## config.mk

```make
export PLATFORM = sky130hd
export DESIGN_NAME = burst_addr_seq
export DESIGN_NICKNAME = d
export VERILOG_FILES = /design/src/rtl/bseq_pkg.sv /design/src/rtl/bseq_decode.sv /design/src/rtl/bseq_order.sv /design/src/rtl/bseq_state.sv /design/src/rtl/burst_addr_seq.sv
export SDC_FILE = /design/constraint.sdc
export NUM_CORES = 1
export LEC_CHECK = 0
export BUFFER_PORTS_ARGS = -buffer_cell sky130_fd_sc_hd__buf_2
export CAP_MARGIN = 20
export CORE_MARGIN = 3
export CORE_UTILIZATION = 48
export DETAILED_ROUTE_END_ITERATION = 8
export GPL_ROUTABILITY_DRIVEN = 0
export PLACE_DENSITY = 0.82
export SLEW_MARGIN = 20
export SYNTH_ARGS = -nofsm -noshare
export SYNTH_HDL_FRONTEND = slang
export SYNTH_HIERARCHICAL = 1
export SYNTH_SLANG_ARGS = --single-unit
```

## constraint.sdc

```tcl
create_clock -name clk -period 4.6 [get_ports clk]
set_input_delay 0.69 -clock clk [delete_from_list [all_inputs] [get_ports clk]]
set_output_delay 0.69 -clock clk [all_outputs]
set_load 0.01 [all_outputs]
```

## src/rtl/bseq_pkg.sv

```systemverilog
package bseq_pkg;

  typedef enum logic [2:0] {
    OP_STALL     = 3'd0,
    OP_LOAD      = 3'd1,
    OP_DESEL     = 3'd2,
    OP_STEP      = 3'd3,
    OP_IDLE_STEP = 3'd4
  } seq_op_e;

endpackage

```

## src/rtl/bseq_decode.sv

```systemverilog
module bseq_decode
  import bseq_pkg::*;
(
  input  logic    hold,
  input  logic    step_adv,
  input  logic    cs0_n,
  input  logic    cs1,
  input  logic    cs2_n,
  input  logic    cur_valid,
  output seq_op_e op
);

  logic sel_all;

  assign sel_all = ~cs0_n & cs1 & ~cs2_n;

  always_comb begin
    op = OP_STALL;
    if (hold) begin
      op = OP_STALL;
    end else if (!step_adv) begin
      op = sel_all ? OP_LOAD : OP_DESEL;
    end else begin
      op = cur_valid ? OP_STEP : OP_IDLE_STEP;
    end
  end

endmodule

```

## src/rtl/bseq_order.sv

```systemverilog
module bseq_order #(
  parameter int BURST_W = 2
) (
  input  logic               ilv,
  input  logic [BURST_W-1:0] start,
  input  logic [BURST_W-1:0] beat,
  output logic [BURST_W-1:0] low
);

  logic [BURST_W-1:0] lin_low;
  logic [BURST_W-1:0] xor_low;

  assign lin_low = start + beat;
  assign xor_low = start ^ beat;

  always_comb begin
    if (ilv) low = xor_low;
    else     low = lin_low;
  end

endmodule

```

## src/rtl/bseq_state.sv

```systemverilog
module bseq_state
  import bseq_pkg::*;
#(
  parameter int ADDR_W  = 17,
  parameter int BURST_W = 2
) (
  input  logic              clk,
  input  logic              rst_n,
  input  seq_op_e           op,
  input  logic [ADDR_W-1:0] addr_in,
  input  logic              wr_n,
  output logic [ADDR_W-1:0] base_q,
  output logic [BURST_W-1:0] beat_q,
  output logic              valid_q,
  output logic              write_q
);

  logic [ADDR_W-1:0]  base_d;
  logic [BURST_W-1:0] beat_d;
  logic               valid_d;
  logic               write_d;
  logic               upd_en;

  assign upd_en = (op != OP_STALL);

  always_comb begin
    base_d  = base_q;
    beat_d  = beat_q;
    valid_d = valid_q;
    write_d = write_q;
    case (op)
      OP_LOAD: begin
        base_d  = addr_in;
        beat_d  = '0;
        valid_d = 1'b1;
        write_d = ~wr_n;
      end
      OP_DESEL: begin
        valid_d = 1'b0;
        write_d = 1'b0;
      end
      OP_STEP: begin
        beat_d = beat_q + BURST_W'(1);
      end
      default: ;
    endcase
  end

  always_ff @(posedge clk or negedge rst_n) begin
    if (!rst_n) begin
      base_q  <= '0;
      beat_q  <= '0;
      valid_q <= 1'b0;
      write_q <= 1'b0;
    end else if (upd_en) begin
      base_q  <= base_d;
      beat_q  <= beat_d;
      valid_q <= valid_d;
      write_q <= write_d;
    end
  end

  // a stalled edge leaves every register untouched
  p_stall_frozen_r9: assert property (@(posedge clk) disable iff (!rst_n)
    (op == OP_STALL) |=> ($stable(base_q) && $stable(beat_q) &&
                          $stable(valid_q) && $stable(write_q)));

  // one beat per continue cycle
  p_beat_step_r4: assert property (@(posedge clk) disable iff (!rst_n)
    (op == OP_STEP) |=> (beat_q == $past(beat_q) + BURST_W'(1)));

  // continue-deselect keeps the address state
  p_idle_step_r8: assert property (@(posedge clk) disable iff (!rst_n)
    (op == OP_IDLE_STEP) |=> ($stable(base_q) && $stable(beat_q) && !valid_q));

  // a write type never exists without a valid access
  p_write_needs_valid_r3: assert property (@(posedge clk) disable iff (!rst_n)
    write_q |-> valid_q);

endmodule

```

## src/rtl/burst_addr_seq.sv

```systemverilog
module burst_addr_seq
  import bseq_pkg::*;
#(
  parameter int ADDR_W  = 17,
  parameter int BURST_W = 2
) (
  input  logic              clk,
  input  logic              rst_n,
  input  logic              hold,
  input  logic              step_adv,
  input  logic              cs0_n,
  input  logic              cs1,
  input  logic              cs2_n,
  input  logic              wr_n,
  input  logic              order_ilv,
  input  logic [ADDR_W-1:0] addr_in,
  output logic [ADDR_W-1:0] addr_out,
  output logic              acc_valid,
  output logic              acc_write
);

  localparam int UPPER_LSB = BURST_W;

  seq_op_e            op;
  logic [ADDR_W-1:0]  base_q;
  logic [BURST_W-1:0] beat_q;
  logic [BURST_W-1:0] low_bits;
  logic               valid_q;
  logic               write_q;

  bseq_decode u_decode (
    .hold      (hold),
    .step_adv  (step_adv),
    .cs0_n     (cs0_n),
    .cs1       (cs1),
    .cs2_n     (cs2_n),
    .cur_valid (valid_q),
    .op        (op)
  );

  bseq_state #(
    .ADDR_W  (ADDR_W),
    .BURST_W (BURST_W)
  ) u_state (
    .clk     (clk),
    .rst_n   (rst_n),
    .op      (op),
    .addr_in (addr_in),
    .wr_n    (wr_n),
    .base_q  (base_q),
    .beat_q  (beat_q),
    .valid_q (valid_q),
    .write_q (write_q)
  );

  bseq_order #(
    .BURST_W (BURST_W)
  ) u_order (
    .ilv   (order_ilv),
    .start (base_q[BURST_W-1:0]),
    .beat  (beat_q),
    .low   (low_bits)
  );

  assign addr_out  = {base_q[ADDR_W-1:UPPER_LSB], low_bits};
  assign acc_valid = valid_q;
  assign acc_write = write_q;

  // a selected load presents the captured address and type
  p_load_addr_r2: assert property (@(posedge clk) disable iff (!rst_n)
    (!hold && !step_adv && !cs0_n && cs1 && !cs2_n)
      |=> (acc_valid && addr_out == $past(addr_in) && acc_write == !$past(wr_n)));

  // an unselected load ends any access
  p_desel_r3: assert property (@(posedge clk) disable iff (!rst_n)
    (!hold && !step_adv && (cs0_n || !cs1 || cs2_n)) |=> (!acc_valid && !acc_write));

  // advance keeps the valid flag and the latched type
  p_adv_sticky_r7: assert property (@(posedge clk) disable iff (!rst_n)
    (!hold && step_adv) |=> ($stable(acc_valid) && $stable(acc_write)));

  // advances never touch the upper address bits
  p_upper_kept_r6: assert property (@(posedge clk) disable iff (!rst_n)
    (!hold && step_adv) |=> (addr_out[ADDR_W-1:UPPER_LSB] == $past(addr_out[ADDR_W-1:UPPER_LSB])));

endmodule

```

Word level (Yosys, flattened, before mapping) --
Cells that the tools add are included.
Word-level totals: logic and storage cells 29, bits in latches 0, output and inout port bits 19, ROM bits 0, RAM bits 0, register bits after elaboration 21, bits of input ports 26, memories kept 0
Operators by class: multiply operators 0, shift-type cells 0, $lt $le $gt $ge 0, reduce and logical (&&, ||, !) cells 6, mux-type cells 8, equal/unequal tests 3, div/mod/pow operators 0, bitwise operators 6, add/subtract/negate cells 2
Operator list (count):
- $mux W3 | 3
- $eq A3 B2 Y1 const B | 2
- $reduce_and A2 Y1 | 3
- $mux W2 | 2
- $pmux W1 S2 | 2
- $pmux W2 S2 | 1
- $reduce_bool A2 Y1 | 2
- $eq A3 B1 Y1 const B | 1
- $not A1 Y1 | 3
- $reduce_bool A3 Y1 | 1
- $add A2 B1 Y2 const B | 1
- $add A2 B2 Y2 | 1
- $and A1 B1 Y1 | 2
- $xor A2 B2 Y2 | 1

Longest topological paths before layout --
Gate-level depths: netlist of run 1.
depth in word-level cells 9, mapped depth 6, mapped depth without buffers 5

Modules after synthesis --
The synthesis of run 1 kept the hierarchy.
By module, submodules not included:
- bseq_state | area each 887.1 um^2, times used 1, cells each 54
- bseq_decode | area each 57.6 um^2, times used 1, cells each 6
- bseq_order | area each 36.3 um^2, times used 1, cells each 4

Least setup slack after synthesis of run 1 --
OpenSTA, ideal clock, no wires.
kind input-to-reg, start point input port cs1, end point register u_state.base_q[10], path buffers 1, cell stages on the path 5, arrival time 2047 ps, setup time 125 ps, setup slack 2427 ps, cells stage by stage nor4b_4 nor3_1 nor2_8 buf_12 mux2_4
Between the ends: cells in the longest elaborated chain, start to end 7, elaborated cells between the ends (all ways) 8
Ends and longest elaborated chain:
- start: declaration | line burst_addr_seq.sv:12 | input logic cs1,
- $and A1 B1 Y1 * (2 in series) | line bseq_decode.sv:15 | assign sel_all = ~cs0_n & cs1 & ~cs2_n;
- $mux W2 * | line bseq_decode.sv:22 | op = sel_all ? OP_LOAD : OP_DESEL;
- $mux W3 * | line bseq_decode.sv:21 | end else if (!step_adv) begin
- $mux W3 * | line bseq_decode.sv:19 | if (hold) begin
- net op[1] | line burst_addr_seq.sv:24 | seq_op_e op;
- $eq A3 B1 Y1 / $reduce_bool A3 Y1 (equally long branches) | line bseq_state.sv:31, bseq_state.sv:24
- $reduce_and A2 Y1 (no line) *
- end signal: assignment | line bseq_state.sv:56 | base_q <= base_d;
- end: declaration | line bseq_state.sv:12 | output logic [ADDR_W-1:0] base_q,
Mark *: on every way through the listed nets, which the timed path passes. The rest lies on a longest branch. A chain may end at the register's enable or synchronous reset.

Worst setup path in the final report of run 1 --
start point input port step_adv, end point register u_state.base_q[16]
Between the ends: cells in the longest elaborated chain, start to end 4, elaborated cells between the ends (all ways) 5
Ends and longest elaborated chain:
- start: declaration | line burst_addr_seq.sv:10 | input logic step_adv,
- $mux W3 * | line bseq_decode.sv:21
- $mux W3 * | line bseq_decode.sv:19
- net op[1] | line burst_addr_seq.sv:24
- $eq A3 B1 Y1 / $reduce_bool A3 Y1 (equally long branches) | line bseq_state.sv:31, bseq_state.sv:24
- $reduce_and A2 Y1 (no line) *
Marks and branches as above.

==> results of run 1 <==
## where the power goes
group,internal [mW],switching (mW)
sequential,0.274,0.0544
combinational,0.186,0.141
clock,0.0336,0.0493
## path summary, 6_finish.rpt
check	slack (ns)	startpoint	cells after the start	end
max	2.54	step_adv	5	u_state/base_q[16]
min	0.33	rst_n	1	u_state/write_q
max reg2reg	2.73	u_state/valid_q	4	u_state/base_q[16]
min reg2reg	0.51	u_state/base_q[14]	1	u_state/base_q[14]
max in group asynchronous	3.96	rst_n	1	u_state/base_q[1]
min in group clk	0.51	u_state/base_q[14]	1	u_state/base_q[14]
## cell type report
type / count / area (µm²) / area share
clock buffers: 4 / 26.3 / 0.0212
multi-input cells: 41 / 432 / 0.348
repair buffers: 44 / 220 / 0.178
flip-flops and latches: 21 / 526 / 0.424
inverters: 1 / 3.75 / 0.00303
well taps: 25 / 31.3 / 0.0253
## per-layer routing
metal | part of all wire | GRT usage
met5 | 0 | 0
met4 | 0.022 | 0.0538
met3 | 0.079 | 0.0292
met2 | 0.50 | 0.232
met1 | 0.40 | 0.157
## logic make-up after synthesis
logic type,count (synthesis),synth area share
flops,21,0.536
mux,19,0.255
simple gates,12,0.110
compound gates,7,0.0446
xor+xnor,2,0.0179
buf+inv,2,0.0242
fa+ha+maj,1,0.0128
## worst max-delay path: stages
cell and delay [ns]:
buf_2 0.12, nor2b_1 0.13, nor3_1 0.73, nor2_8 0.20, mux2_4 0.36
## cell usage in the layout, fill, tap and decap left out, types with 2 or more instances in the layout
master	count
buf_2	44
clkbuf_4	3
dfrtp_1	21
mux2_2	8
mux2_4	10
nor2b_1	5
o21ai_0	3
xnor2_1	2
## registers in the layout, indices dropped and copies added (netlist names)
name             count
u_state/base_q      17
u_state/beat_q       2
u_state/valid_q      1
u_state/write_q      1
==> flow_summary.ini, run 1 <==
[die]
ios = 45
initial_core_util = 0.539
rows = 15
die_area_um2 = 2620
core_area_um2 = 1820
die_w_um = 51.2
fp.dieH_um = 51.2

[sta]
slew_headroom = 0.362
hold_viol_final = 0
setup_viol = 0
layout_setup_ws_ns = 2.54
skew_ns = 0.00331
maxSlewViolCount = 0
hold_ws_ns = 0.327
max_freq_ghz = 0.485
rsz0062_at_grt = no
worstMarginPinSlew_ns = 0.949
period_share = 0.448
period_minus_slack_ns = 2.06
fin_tns_setup_ns = 0

[layout]
stdcell_area_um2 = 1240
area.growth.synth_to_final_pct = 26.3
fillCellCount = 145
fin_util = 0.680
stdcell_count = 136
drive_above_1_share = 0.613
nNetsFinal = 139
diodes = 0

[routing]
drc_errors = 0
totalWireLength_um = 1750
drt-pass1-iter-count = 2
ant_nets = 0
via_count = 656
drt-initial-drc-count = 7
wl_per_cell_um = 12.9
via_per_inst = 4.82

[clock_network]
cts_hold_buf = 0
clk_pin_slew_ns = 0.11
clock_path_buffers = 2
post_cts_buffers = 0
clk_latency_ns = 0.29
cts_resized = 0
root_buffer = clkbuf_4
cts_made_buffers = 3
cts.htree.levels = 1
cts_tree = built
cts_sinks = 21

[synthesis]
synthCells = 64
synth_top_cell_area_share = 0.536
ys_types = 21
syn_avg_cell_area_um2 = 15.3
syn_nets = 91
synth_flop_cell = dfrtp_1
synthMostInstantiatedCell = dfrtp_1
synth_top_area_cell = dfrtp_1
ys_async_sr_fraction = 1.00
synth_edf_count = 0
ys_ff_latch = 21
yosysWarnings = 6
synth.area.top_cells = dfrtp_1, mux2_4, mux2_2
synth_commonest_cells = dfrtp_1, mux2_4, mux2_2, nor2b_1, o21ai_0
yosysSeqAreaShare = 0.536
synth_area_um2 = 981

[placement]
hpwlAfterDp_um = 1410
placed_area_um2 = 1210
place_ws_ns = 2.24
portBuffers = 44
dp_cells = 132

[grt]
grt_pass1_wl_um = 2620
grt_pass1_vias = 619
grt_max_degree = 22
track_usage = 0.133
overflow = 0
antenna_found_initial = 0

[critical_path]
end_kind = flop
cp_max_fo = 17
crit_type = in2reg
cp.required_ns = 4.78
crit_arrival_ns = 2.24
start_kind = input port

[flow_run]
drv_cap = 0

[pwr]
power_density_nw_per_um2 = 597
p_leak_nw = 0.627
power_mw = 0.739
peakVddDrop_mv = 0.350

[worst_hold_path]
hp-class = in2async

[status]
run_status = finished, final reports clean
(Power assumes the default switching activity.)
==> run 2: changes to the inputs <==
--- a/config.mk
+++ b/config.mk
@@ -8,10 +8,10 @@
 export BUFFER_PORTS_ARGS = -buffer_cell sky130_fd_sc_hd__buf_2
 export CAP_MARGIN = 20
 export CORE_MARGIN = 3
-export CORE_UTILIZATION = 48
+export CORE_UTILIZATION = 45
 export DETAILED_ROUTE_END_ITERATION = 8
 export GPL_ROUTABILITY_DRIVEN = 0
-export PLACE_DENSITY = 0.82
+export PLACE_DENSITY = 0.77
 export SLEW_MARGIN = 20
 export SYNTH_ARGS = -nofsm -noshare
 export SYNTH_HDL_FRONTEND = slang
==> constraint.sdc (replaced) <==
create_clock -name clk -period 1.9 [get_ports clk]
set_input_delay 0.285 -clock clk [delete_from_list [all_inputs] [get_ports clk]]
set_output_delay 0.285 -clock clk [all_outputs]
set_load 0.01 [all_outputs]
==> flow_summary.ini, run 2 (synthesis results as in run 1) <==
[routing]
totalWireLength_um = 1680
drc_errors = 0
via_count = 662
ant_nets = 0
drt-initial-drc-count = 9
wl_per_cell_um = 11.9
drt-pass1-iter-count = 2
via_per_inst = 4.70

[critical_path]
rrSetupSlack_ns = 0.26
startpoint = u_state/valid_q
cp_max_fo = 17
crit_type = reg2reg
start_kind = flop
crit_arrival_ns = 1.82
cp.required_ns = 2.08
end_kind = flop
crit_path_end = u_state/base_q[15]
regToRegStartpoint = u_state/valid_q
reg2regPathDepth = 5
reg2reg_to = u_state/base_q[15]

[flow_run]
drv_cap = 0

[clock_network]
cts.htree.levels = 1
root_buffer = clkbuf_4
cts_sinks = 21
cts_made_buffers = 3
clk_latency_ns = 0.29
cts_resized = 0
clock_path_buffers = 2
cts_tree = built
clk_pin_slew_ns = 0.11

[die]
rows = 16
die_w_um = 52.7
core_area_um2 = 2020
ios = 45
die_area_um2 = 2780
initial_core_util = 0.485
fp.dieH_um = 52.7

[pwr]
peakVddDrop_mv = 0.835
seqPwrFrac = 0.442
power_density_nw_per_um2 = 1410
p_int_mw = 1.20
p_switching_mw = 0.579
power_mw = 1.78
switching_share = 0.325
p_comb_frac = 0.446
pwr-share-clk = 0.112
p_leak_nw = 0.642

[layout]
drive_above_1_share = 0.614
reg_top3 = u_state/base_q (17), u_state/beat_q (2)
nNetsFinal = 142
diodes = 0
largest_register_ffs = 17
fillCellCount = 172
stdcell_area_um2 = 1270
area.growth.synth_to_final_pct = 29.1
stdcell_count = 141
fin_util = 0.626
final_common_cell = buf_2
layout_common_cells = buf_2, dfrtp_1, mux2_4, mux2_2, nor2b_1
regMostFlops = u_state/base_q

[sta]
max_freq_ghz = 0.611
rsz0062_at_grt = no
worstMarginPinSlew_ns = 0.452
skew_ns = 0.00353
layout_setup_ws_ns = 0.263
fin_tns_setup_ns = 0
hold_ws_ns = 0.217
period_minus_slack_ns = 1.64
maxSlewViolCount = 0
period_share = 0.862
slew_headroom = 0.699
setup_viol = 0
hold_viol_final = 0

[placement]
place_ws_ns = 0.0614
hpwlAfterDp_um = 1350
portBuffers = 44
placed_area_um2 = 1230
dp_cells = 136

[grt]
grt_pass1_vias = 652
overflow = 0
antenna_found_initial = 0
grt_pass1_wl_um = 2730
grt_max_degree = 22
track_usage = 0.133

[worst_hold_path]
hp-class = in2reg
hold_depth = 2

[status]
run_status = finished, final reports clean
==> run 2: cell count changes in the layout (fill, tap and decap cells not counted) <==
cell	delta
dlygate4sd3_1	+1
buf_4	+2
==> run 2: area by class of cell <==
cell class,count,area (µm²),area share
Inverter,1,3.75,0.00296
Clock buffer,4,26.3,0.0208
Multi-Input combinational cell,41,432,0.341
Timing Repair Buffer,47,245,0.194
Sequential cell,21,526,0.415
Tap cell,27,33.8,0.0267
==> run 2: what timing repair did <==
action / CTS / global route
setup buffers: 0 / 0
endpoints found under the hold margin: 21 / 0
hold buffers: 1 / 0
==> run 2: worst min-delay path by stage <==
| stage | end | slack (ns) | from |
|---|---|---|---|
| after floorplan | u_state/base_q[0] | -0.01 | rst_n |
| after global placement | u_state/base_q[5] | 0.26 | rst_n |
| after detailed placement | u_state/base_q[9] | 0.26 | rst_n |
| after CTS | u_state/base_q[16] | 0.21 | addr_in[16] |
| after global routing | u_state/base_q[4] | 0.20 | addr_in[4] |
| final | u_state/base_q[16] | 0.22 | addr_in[16] |
==> run 2: critical path, stage by stage (launching register included) <==
cell	delay [ns]
dfrtp_1	0.42
and2_1	0.15
o21ba_1	0.18
nand2b_4	0.10
nor2_8	0.30
mux2_2	0.38
==> run 2: per-layer routing <==
| metal | share of wire | track usage | vias up |
|---|---|---|---|
| met5 | 0 | 0 | - |
| met4 | 0.0083 | 0.0511 | 0 |
| met3 | 0.056 | 0.0256 | 2 |
| met2 | 0.51 | 0.227 | 24 |
| met1 | 0.42 | 0.164 | 312 |
| li1 | - | - | 324 |
==> run 2: power groups by stage <==
stage / combinational, mW / clock (mW) / sequential (mW)
after floorplan: 0.425 / 0 / 0.877
after global placement: 0.791 / 0 / 0.795
after detailed placement: 0.810 / 0 / 0.798
after CTS: 0.812 / 0.213 / 0.794
after global routing: 0.867 / 0.233 / 0.824
final: 0.796 / 0.200 / 0.788
==> run 3: changes to the inputs <==
--- a/config.mk
+++ b/config.mk
@@ -11,7 +11,7 @@
 export CORE_UTILIZATION = 45
 export DETAILED_ROUTE_END_ITERATION = 8
 export GPL_ROUTABILITY_DRIVEN = 0
-export PLACE_DENSITY = 0.77
+export PLACE_DENSITY = 0.86
 export SLEW_MARGIN = 20
 export SYNTH_ARGS = -nofsm -noshare
 export SYNTH_HDL_FRONTEND = slang
==> flow_summary.ini, run 3 (synthesis results as in run 1) <==
[die]
fp.dieH_um = 52.7
die_w_um = 52.7
die_area_um2 = 2780
core_area_um2 = 2020
initial_core_util = 0.485
rows = 16
ios = 45

[sta]
worstMarginPinSlew_ns = 0.445
period_minus_slack_ns = 1.64
layout_setup_ws_ns = 0.257
rsz0062_at_grt = no
setup_viol = 0
hold_viol_final = 0
slew_headroom = 0.704
skew_ns = 0.00793
fin_tns_setup_ns = 0
period_share = 0.865
max_freq_ghz = 0.609
maxSlewViolCount = 0

[clock_network]
root_buffer = clkbuf_4
cts_sinks = 21
clock_path_buffers = 2
post_cts_buffers = 0
cts.htree.levels = 1
cts_tree = built
clk_pin_slew_ns = 0.11
clk_latency_ns = 0.29
cts_made_buffers = 3

[grt]
grt_max_degree = 22
track_usage = 0.158
grt_pass1_wl_um = 3230
overflow = 0
antenna_found_initial = 0
grt_pass1_vias = 743

[critical_path]
cp.buffers_inverters = 0
cp_max_fo = 17
max_stage_delay_ns = 0.42
crit_family = simple AND/OR/NAND/NOR gates
start_kind = flop
crit_chain = and2_1 -> o21ba_1 -> nand2b_4 -> nor2_8 -> mux2_2
end_kind = flop
cp.required_ns = 2.09
cpMaxStageDelayCell = dfrtp_1
crit_type = reg2reg
crit_arrival_ns = 1.83

[layout]
area.growth.synth_to_final_pct = 29.2
diodes = 0
final_common_cell = buf_2
drive_above_1_share = 0.623
multiInputGateArea_um2 = 432
regMostFlops = u_state/base_q
register_area_um2 = 526
stdcell_count = 141
fillCellCount = 161
nNetsFinal = 142
layout_common_cells = buf_2, dfrtp_1, mux2_4, mux2_2, nor2b_1
stdcell_area_um2 = 1270
largest_register_ffs = 17
reg_top3 = u_state/base_q (17), u_state/beat_q (2)

[placement]
hpwlAfterDp_um = 1480
portBuffers = 44
placed_area_um2 = 1230
dp_cells = 136
place_ws_ns = 0.0343

[routing]
via_per_inst = 4.85
drc_errors = 0
ant_nets = 0
totalWireLength_um = 1830
drt-initial-drc-count = 4
wl_per_cell_um = 13.0
drt-pass1-iter-count = 2
via_count = 684

[pwr]
p_int_mw = 1.20
p_switching_mw = 0.611
p_leak_nw = 0.645
pwr-share-clk = 0.112
p_comb_frac = 0.445
power_density_nw_per_um2 = 1430
seqPwrFrac = 0.443
peakVddDrop_mv = 0.941
switching_share = 0.337

[worst_hold_path]
hp-class = in2reg

[flow_run]
drv_cap = 0

[status]
run_status = finished, final reports clean
==> run 3: cell count changes in the layout (fill, tap and decap cells not counted), sizes merged <==
cell	delta
clkbuf	-1
clkinv	+1
==> run 3: stage by stage <==
stage | power, mW | hold WS [ns] | utilization
6_report | 1.81 | 0.215 | 0.627
5_1_grt | 1.96 | 0.205 | 0.627
4_1_cts | 1.84 | 0.208 | 0.627
3_5_place_dp | 1.63 | 0.258 | 0.608
3_3_place_gp | 1.59 | 0.249 | 0.608
2_1_floorplan | 1.30 | -0.0106 | -
==> run 3: worst paths after layout <==
| path | end | start | slack, ns | cells past startpoint |
|---|---|---|---|---|
| max in group asynchronous | u_state/beat_q[1] | rst_n | 1.14 | 2 |
| setup / recovery | u_state/base_q[15] | u_state/valid_q | 0.26 | 5 |
| setup reg to reg | u_state/base_q[15] | u_state/valid_q | 0.26 | 5 |
| hold / removal | u_state/base_q[4] | addr_in[4] | 0.22 | 2 |
| min in group asynchronous | u_state/beat_q[0] | rst_n | 0.45 | 2 |
| hold reg to reg | u_state/base_q[12] | u_state/base_q[12] | 0.52 | 1 |
==> run 3: area by class of cell <==
class,instances,share of cell area
Sequential cell,21,0.415
Multi-Input combinational cell,41,0.341
Timing Repair Buffer,47,0.193
Tap cell,27,0.0267
Clock buffer,3,0.0178
Clock inverter,1,0.00395
Inverter,1,0.00296
==> run 3: worst reg2reg max path, delay by kind of cell, from the launching register on <==
kind             cells  cell delay [ns]
multiplexers         1             0.39
flip-flops           1             0.42
AND/OR/NAND/NOR      3             0.54
AO/OA/AOI/OAI        1             0.19
==> run 3: power by group through the flow <==
stage	registers [mW]	clock network (mW)	logic, mW
after global placement	0.797	0	0.792
after CTS	0.805	0.212	0.820
after floorplan	0.877	0	0.425
final	0.803	0.202	0.807
after detailed placement	0.806	0	0.822
after global routing	0.836	0.230	0.890
==> run 3: what timing repair did <==
item	4_1_cts	5_1_grt
resized for setup	0	0
hold endpoints to repair	21	0
hold buffers	1	0
==> run 3: per-layer routing <==
metal  global-route usage  part of all wire
met3               0.0256             0.076
met1                0.212              0.43
met4               0.0511            0.0049
met5                    0                 0
met2                0.258              0.48
